### src/rtl/interp8_pkg.sv
package interp8_pkg;

  localparam int COEF_W   = 10;
  localparam int FRAC     = 8;
  localparam int S1_LEN   = 7;
  localparam int HB_LEN   = 3;
  localparam int S1_HIST  = (S1_LEN + 1) / 2;
  localparam int HB_HIST  = (HB_LEN + 1) / 2;
  localparam int N_JOBS   = 14;
  localparam int N_OUT    = 8;

  typedef enum logic [1:0] {ST_A = 2'd0, ST_B = 2'd1, ST_C = 2'd2} stage_e;
  typedef enum logic [1:0] {PH_IDLE = 2'd0, PH_RUN = 2'd1, PH_DRAIN = 2'd2} phase_e;

  typedef struct packed {
    stage_e stage;
    logic   odd;
  } job_t;

  // Depth-first walk: each result is pushed into the next stage at once,
  // so the next stage must finish both phases before the next push.
  function automatic job_t job_of(logic [3:0] j);
    job_t r;
    case (j)
      4'd0:  r = '{ST_A, 1'b0};
      4'd1:  r = '{ST_B, 1'b0};
      4'd2:  r = '{ST_C, 1'b0};
      4'd3:  r = '{ST_C, 1'b1};
      4'd4:  r = '{ST_B, 1'b1};
      4'd5:  r = '{ST_C, 1'b0};
      4'd6:  r = '{ST_C, 1'b1};
      4'd7:  r = '{ST_A, 1'b1};
      4'd8:  r = '{ST_B, 1'b0};
      4'd9:  r = '{ST_C, 1'b0};
      4'd10: r = '{ST_C, 1'b1};
      4'd11: r = '{ST_B, 1'b1};
      4'd12: r = '{ST_C, 1'b0};
      default: r = '{ST_C, 1'b1};
    endcase
    return r;
  endfunction

  function automatic logic [2:0] taps_of(stage_e s, logic odd);
    if (s == ST_A) return odd ? 3'd3 : 3'd4;
    return odd ? 3'd1 : 3'd2;
  endfunction

  function automatic logic signed [COEF_W-1:0] coef_of(stage_e s, logic [2:0] k);
    if (s == ST_A) begin
      case (k)
        3'd0, 3'd6: return -10'sd16;
        3'd2, 3'd4: return 10'sd144;
        3'd3:       return 10'sd256;
        default:    return 10'sd0;
      endcase
    end
    case (k)
      3'd0, 3'd2: return 10'sd128;
      3'd1:       return 10'sd256;
      default:    return 10'sd0;
    endcase
  endfunction

endpackage

### src/rtl/interp8_mac.sv
module interp8_mac #(
  parameter int SMP_W  = 23,
  parameter int COEF_W = 10,
  parameter int ACC_W  = 36,
  parameter int FRAC   = 8
) (
  input  logic                     clk,
  input  logic                     rst_n,
  input  logic                     en,
  input  logic                     first,
  input  logic signed [COEF_W-1:0] coef,
  input  logic signed [SMP_W-1:0]  sample,
  output logic        [SMP_W-1:0]  result
);

  localparam logic [ACC_W-1:0] HALF = ACC_W'(1) << (FRAC - 1);
  localparam logic [ACC_W-1:0] MAXV = {{(ACC_W-SMP_W+1){1'b0}}, {(SMP_W-1){1'b1}}};
  localparam logic [ACC_W-1:0] MINV = ~MAXV;

  logic signed [ACC_W-1:0] acc, prod, sum, rnd;

  always_comb begin
    prod = $signed({{(ACC_W-COEF_W){coef[COEF_W-1]}}, coef} *
                   {{(ACC_W-SMP_W){sample[SMP_W-1]}}, sample});
    sum  = (first ? '0 : acc) + prod;
    rnd  = (sum + $signed(HALF)) >>> FRAC;
    if (rnd > $signed(MAXV))      result = MAXV[SMP_W-1:0];
    else if (rnd < $signed(MINV)) result = MINV[SMP_W-1:0];
    else                          result = rnd[SMP_W-1:0];
  end

  always_ff @(posedge clk) begin
    if (!rst_n)  acc <= '0;
    else if (en) acc <= sum;
  end

endmodule

### src/rtl/interp8_store.sv
module interp8_store
  import interp8_pkg::*;
#(
  parameter int W     = 23,
  parameter int NCH   = 2,
  parameter int H1    = 4,
  parameter int H2    = 2,
  parameter int NOUT  = 8,
  parameter int TAP_W = 2,
  parameter int OIX_W = 3,
  parameter int CH_W  = 1
) (
  input  logic               clk,
  input  logic               rst_n,
  input  logic               load_en,
  input  logic [NCH*W-1:0]   load_bus,
  input  logic               wr_en,
  input  stage_e             wr_stage,
  input  logic [CH_W-1:0]    wr_ch,
  input  logic [OIX_W-1:0]   wr_idx,
  input  logic [W-1:0]       wr_data,
  input  stage_e             rd_stage,
  input  logic [CH_W-1:0]    rd_ch,
  input  logic [TAP_W-1:0]   rd_tap,
  output logic [W-1:0]       rd_data,
  input  logic [OIX_W-1:0]   out_idx,
  output logic [NCH*W-1:0]   out_bus
);

  localparam int H2_AW = (H2 > 1) ? $clog2(H2) : 1;

  logic [W-1:0] rd_v [NCH];

  for (genvar c = 0; c < NCH; c++) begin : g_ch
    logic [W-1:0] h1 [H1];
    logic [W-1:0] h2 [H2];
    logic [W-1:0] h3 [H2];
    logic [W-1:0] ob [NOUT];
    logic         hit;

    assign hit = wr_en && (wr_ch == CH_W'(c));

    always_ff @(posedge clk) begin
      if (!rst_n) begin
        for (int i = 0; i < H1; i++) h1[i] <= '0;
        for (int i = 0; i < H2; i++) begin
          h2[i] <= '0;
          h3[i] <= '0;
        end
        for (int i = 0; i < NOUT; i++) ob[i] <= '0;
      end else begin
        if (load_en) begin
          h1[0] <= load_bus[c*W +: W];
          for (int i = 1; i < H1; i++) h1[i] <= h1[i-1];
        end
        if (hit) begin
          case (wr_stage)
            ST_A: begin
              h2[0] <= wr_data;
              for (int i = 1; i < H2; i++) h2[i] <= h2[i-1];
            end
            ST_B: begin
              h3[0] <= wr_data;
              for (int i = 1; i < H2; i++) h3[i] <= h3[i-1];
            end
            default: ob[wr_idx] <= wr_data;
          endcase
        end
      end
    end

    always_comb begin
      case (rd_stage)
        ST_A:    rd_v[c] = h1[rd_tap];
        ST_B:    rd_v[c] = h2[rd_tap[H2_AW-1:0]];
        default: rd_v[c] = h3[rd_tap[H2_AW-1:0]];
      endcase
    end

    assign out_bus[c*W +: W] = ob[out_idx];
  end

  assign rd_data = rd_v[rd_ch];

endmodule

### src/rtl/interp8.sv
module interp8 #(
  parameter int IN_W  = 20,
  parameter int OUT_W = 23
) (
  input  logic             clk,
  input  logic             rst_n,
  input  logic             in_valid,
  output logic             in_ready,
  input  logic [IN_W-1:0]  in_left,
  input  logic [IN_W-1:0]  in_right,
  output logic             out_valid,
  input  logic             out_ready,
  output logic [OUT_W-1:0] out_left,
  output logic [OUT_W-1:0] out_right
);
  import interp8_pkg::*;

  localparam int NCH   = 2;
  localparam int SCALE = OUT_W - IN_W;
  localparam int ACC_W = OUT_W + COEF_W + 3;
  localparam int TAP_W = $clog2(S1_HIST);
  localparam int JOB_W = $clog2(N_JOBS);
  localparam int OIX_W = $clog2(N_OUT);

  phase_e             state;
  logic               ch;
  logic [JOB_W-1:0]   job;
  logic [TAP_W-1:0]   tap;
  logic [OIX_W-1:0]   ocnt, dcnt;

  job_t                     jb;
  logic [2:0]               ntaps, kidx;
  logic signed [COEF_W-1:0] coef;
  logic                     last_tap, accept, run, wr_en;
  logic [OUT_W-1:0]         smp, res;
  logic [NCH*OUT_W-1:0]     load_bus, out_bus;

  assign jb       = job_of(4'(job));
  assign ntaps    = taps_of(jb.stage, jb.odd);
  assign kidx     = {tap, 1'b0} + {2'b00, jb.odd};
  assign coef     = coef_of(jb.stage, kidx);
  assign last_tap = ({1'b0, tap} == ntaps - 3'd1);

  assign in_ready  = (state == PH_IDLE);
  assign out_valid = (state == PH_DRAIN);
  assign accept    = in_valid && in_ready;
  assign run       = (state == PH_RUN);
  assign wr_en     = run && last_tap;

  assign load_bus  = {in_right, {SCALE{1'b0}}, in_left, {SCALE{1'b0}}};
  assign out_left  = out_bus[OUT_W-1:0];
  assign out_right = out_bus[2*OUT_W-1:OUT_W];

  always_ff @(posedge clk) begin
    if (!rst_n) begin
      state <= PH_IDLE;
      ch    <= 1'b0;
      job   <= '0;
      tap   <= '0;
      ocnt  <= '0;
      dcnt  <= '0;
    end else begin
      case (state)
        PH_IDLE: begin
          if (accept) begin
            state <= PH_RUN;
            ch    <= 1'b0;
            job   <= '0;
            tap   <= '0;
          end
        end
        PH_RUN: begin
          if (last_tap) begin
            tap <= '0;
            if (jb.stage == ST_C) ocnt <= ocnt + 1'b1;
            if (job == JOB_W'(N_JOBS - 1)) begin
              job <= '0;
              if (ch) begin
                state <= PH_DRAIN;
                dcnt  <= '0;
              end else begin
                ch <= 1'b1;
              end
            end else begin
              job <= job + 1'b1;
            end
          end else begin
            tap <= tap + 1'b1;
          end
        end
        default: begin
          if (out_ready) begin
            dcnt <= dcnt + 1'b1;
            if (dcnt == OIX_W'(N_OUT - 1)) state <= PH_IDLE;
          end
        end
      endcase
    end
  end

  interp8_store #(
    .W(OUT_W), .NCH(NCH), .H1(S1_HIST), .H2(HB_HIST), .NOUT(N_OUT),
    .TAP_W(TAP_W), .OIX_W(OIX_W), .CH_W(1)
  ) u_store (
    .clk      (clk),
    .rst_n    (rst_n),
    .load_en  (accept),
    .load_bus (load_bus),
    .wr_en    (wr_en),
    .wr_stage (jb.stage),
    .wr_ch    (ch),
    .wr_idx   (ocnt),
    .wr_data  (res),
    .rd_stage (jb.stage),
    .rd_ch    (ch),
    .rd_tap   (tap),
    .rd_data  (smp),
    .out_idx  (dcnt),
    .out_bus  (out_bus)
  );

  interp8_mac #(
    .SMP_W(OUT_W), .COEF_W(COEF_W), .ACC_W(ACC_W), .FRAC(FRAC)
  ) u_mac (
    .clk    (clk),
    .rst_n  (rst_n),
    .en     (run),
    .first  (tap == '0),
    .coef   (coef),
    .sample ($signed(smp)),
    .result (res)
  );

endmodule

### config.mk
export PLATFORM = sky130hd
export DESIGN_NAME = interp8
export DESIGN_NICKNAME = d
export VERILOG_FILES = /design/src/rtl/interp8_pkg.sv /design/src/rtl/interp8_mac.sv /design/src/rtl/interp8_store.sv /design/src/rtl/interp8.sv
export SDC_FILE = /design/constraint.sdc
export NUM_CORES = 1
export LEC_CHECK = 0
export BUFFER_PORTS_ARGS = -buffer_cell sky130_fd_sc_hd__buf_2
export CAP_MARGIN = 30
export CORE_MARGIN = 4
export CORE_UTILIZATION = 50
export DETAILED_ROUTE_END_ITERATION = 8
export PLACE_DENSITY = 0.68
export SLEW_MARGIN = 20
export SYNTH_ARGS = -nofsm -noshare
export SYNTH_HDL_FRONTEND = slang
export SYNTH_SLANG_ARGS = --single-unit
### constraint.sdc
create_clock -name clk -period 10.8 [get_ports clk]
set_input_delay 2.16 -clock clk [delete_from_list [all_inputs] [get_ports clk]]
set_output_delay 2.16 -clock clk [all_outputs]
set_load 0.05 [all_outputs]
==> metrics.txt <==
status completed; crit path capture type flip-flop; FF+latch count, synth 768; Slew Limit Fails 0; vias in the first global route 28100; cell area after placement 0.0450 mm²; Die Span Y 297 µm; Design Area, Final 0.0479 mm²; die extent in x 297 µm; routed vias/inst 5.97; I/O Pins 92; Critical Path RT 11.16 ns; most frequent cell after synthesis edfxtp_1; WP buf/inv 11; Synth top area share 51.1%; # diodes 0; clock sinks 768; nets 3757; DR iter-0 viols 2741; Ys Warns 0; final wirelength 107 mm; CP dominant cell by count buf_4; post-synthesis sequential area ratio 53.8%; post-synthesis async set-or-reset flop share 0%; Final ANT Viol Nets 0; Synth Area per Inst 12.5 µm²; Final period util 95.3%; EDFF count, synth 712; Clock transition at path regs 0.06 ns; synthesis-to-finish area growth 14.5%; drt pass-1 iters 7; pin count of the biggest net entering global routing 109; total die area 0.0884 mm²; first-pass GRT wire length 166 mm; row count 105; Clock Latency Late Sink 0.65 ns; endpoints failing hold 0; WP data arrival 10.65 ns; Top delay family on crit path adder cells; dpl hpwl 68.8 mm; routability cong. 0.874; type of the worst min-delay path reg2reg; port bufs 91; share of cells above drive strength 1 20.5%; post-synth top area cell edfxtp_1; CP max-delay cell fa_1; global route overflow 0; synth unique cells 88; Max H-tree Level 3; Initial Utilization 50.7%; critical path type reg2reg; critical path's largest stage delay 0.53 ns; max frequency 0.0972 GHz; setup violators final 0; DRC Markers 0; Crit Path Max Fanout 13; synth cell count leaders edfxtp_1 (712), nor3_1 (378), and2_1 (324), nand2_1 (163), clkbuf_1 (148); wire per inst 23.0 µm; Tmin final 10.29 ns; Clock Path Buffers 3; Core Footprint 0.0825 mm²; slew margin rel. 36.0%; total track usage 24.0%; CTS root buffer clkbuf_16; TritonCTS buffer count 82; Hold Buf Count CTS 0; Worst-Margin Slew 0.961 ns; via count 27700; CTS tree done; kind of start point of the critical path flip-flop; Syn Inst Count 3355; max capacitance violation total 0; Synth area leaders edfxtp_1 (51%), mux4_2 (7.4%), and2_1 (4.8%); synthesized area 0.0419 mm²; main flop type after synthesis edfxtp_1; initial antenna violation count 0; Setup Skew 0.0345 ns
==> flip-flops by register name, summed over array words and instances, names as in the netlist, 2 cells and up, named ones only <==
signal and flops:
u_store.g_ch.ob 368, u_store.g_ch.h1 160, u_store.g_ch.h2 92, u_store.g_ch.h3 92, u_mac.acc 32, job 4
dcnt 3, jb 3, ocnt 3, state 2, tap 2
==> routing by layer <==
layer	global-route usage, %	up-vias	wire length (µm)
met2	39.6	916	51500
met1	33.6	13900	45000
met3	3.57	167	7350
met5	0	-	0
li1	-	12600	-
met4	6.47	0	2790
==> worst reg2reg max path, delay by kind of cell, from the launching register on <==
kind / cells / cell delay [ns]
XOR/XNOR: 2 / 0.26
adder cells (fa/ha/maj): 7 / 2.74
flip-flops: 1 / 0.41
multiplexers: 1 / 0.10
AO/OA/AOI/OAI: 12 / 2.49
buffers and inverters: 11 / 1.71
AND/OR/NAND/NOR: 9 / 2.31
==> final cells by class <==
| class | instances | area, µm² |
|---|---|---|
| fill | 6584 | 34600 |
| sequential | 768 | 22500 |
| multi-input combinational | 2175 | 18000 |
| timing repair buffer | 321 | 2880 |
| clock buffer | 101 | 2120 |
| tap | 1070 | 1340 |
| inverter | 149 | 559 |
| clock inverter | 48 | 512 |
==> kinds of logic after synthesis <==
logic type,after synthesis,share of synthesized area [%]
and+or+nand+nor,1195,15.1
DFF,768,53.8
buffers and inverters,419,4.04
AOI/OAI and AO/OA,417,6.73
muxes,271,10.8
adders and majority gates,216,8.16
xor gates and xnor gates,67,1.44
other,2,0.0179
==> cells in the final DEF (no fill, tap or decap), types with 24 or more instances in the layout <==
master | Yosys | final
a21boi_0 | 26 | 25
a21oi_1 | 132 | 113
a221oi_1 | 41 | 34
a22oi_1 | 24 | 24
and2_1 | 324 | 324
buf_12 | 0 | 47
buf_2 | 87 | 91
buf_4 | 3 | 174
clkbuf_16 | 0 | 83
dfxtp_1 | 56 | 48
edfxtp_1 | 712 | 712
fa_1 | 95 | 95
ha_1 | 121 | 120
inv_1 | 147 | 147
mux2_2 | 49 | 49
mux2i_1 | 83 | 83
mux4_2 | 138 | 138
nand2_1 | 163 | 160
nand3_1 | 32 | 32
nor2_1 | 143 | 141
nor2b_1 | 54 | 52
nor3_1 | 378 | 376
o21ai_0 | 71 | 60
xnor2_1 | 48 | 48
==> per-stage QoR <==
step                hold WS, ns  cells  worst slack, ns  utilization, %  setup TNS, ns
floorplan                 0.439   3362            0.125               -              0
CTS                       0.460   4620          0.00974            57.8              0
global route              0.480   4632          -0.0325            58.1         -0.773
detailed placement        0.453   4471           0.0842            54.6              0
finish                    0.458   4632            0.510            58.1              0
global placement          0.445   4465           0.0156            54.4              0
==> worst paths after layout <==
kind	startpoint	end	slack, ns	cells past startpoint
max	flip-flop	u_store.g_ch[0].h3[0][21]	0.51	42
min	u_mac.acc[25]	u_mac.acc[25]	0.46	2
max reg2reg	flip-flop	u_store.g_ch[0].h3[0][21]	0.51	42
min reg2reg	u_mac.acc[25]	u_mac.acc[25]	0.46	2
==> what timing repair did <==
item                                    4_1_cts  5_1_grt
endpoints found under the hold margin         0        0
resized for setup                             0       34
endpoints found under the setup margin        0      460
buffers inserted                              0       10
Power is left out: the tool's default activity adds up to more than one toggle a clock period on the data nets, which glitch-free logic cannot reach.
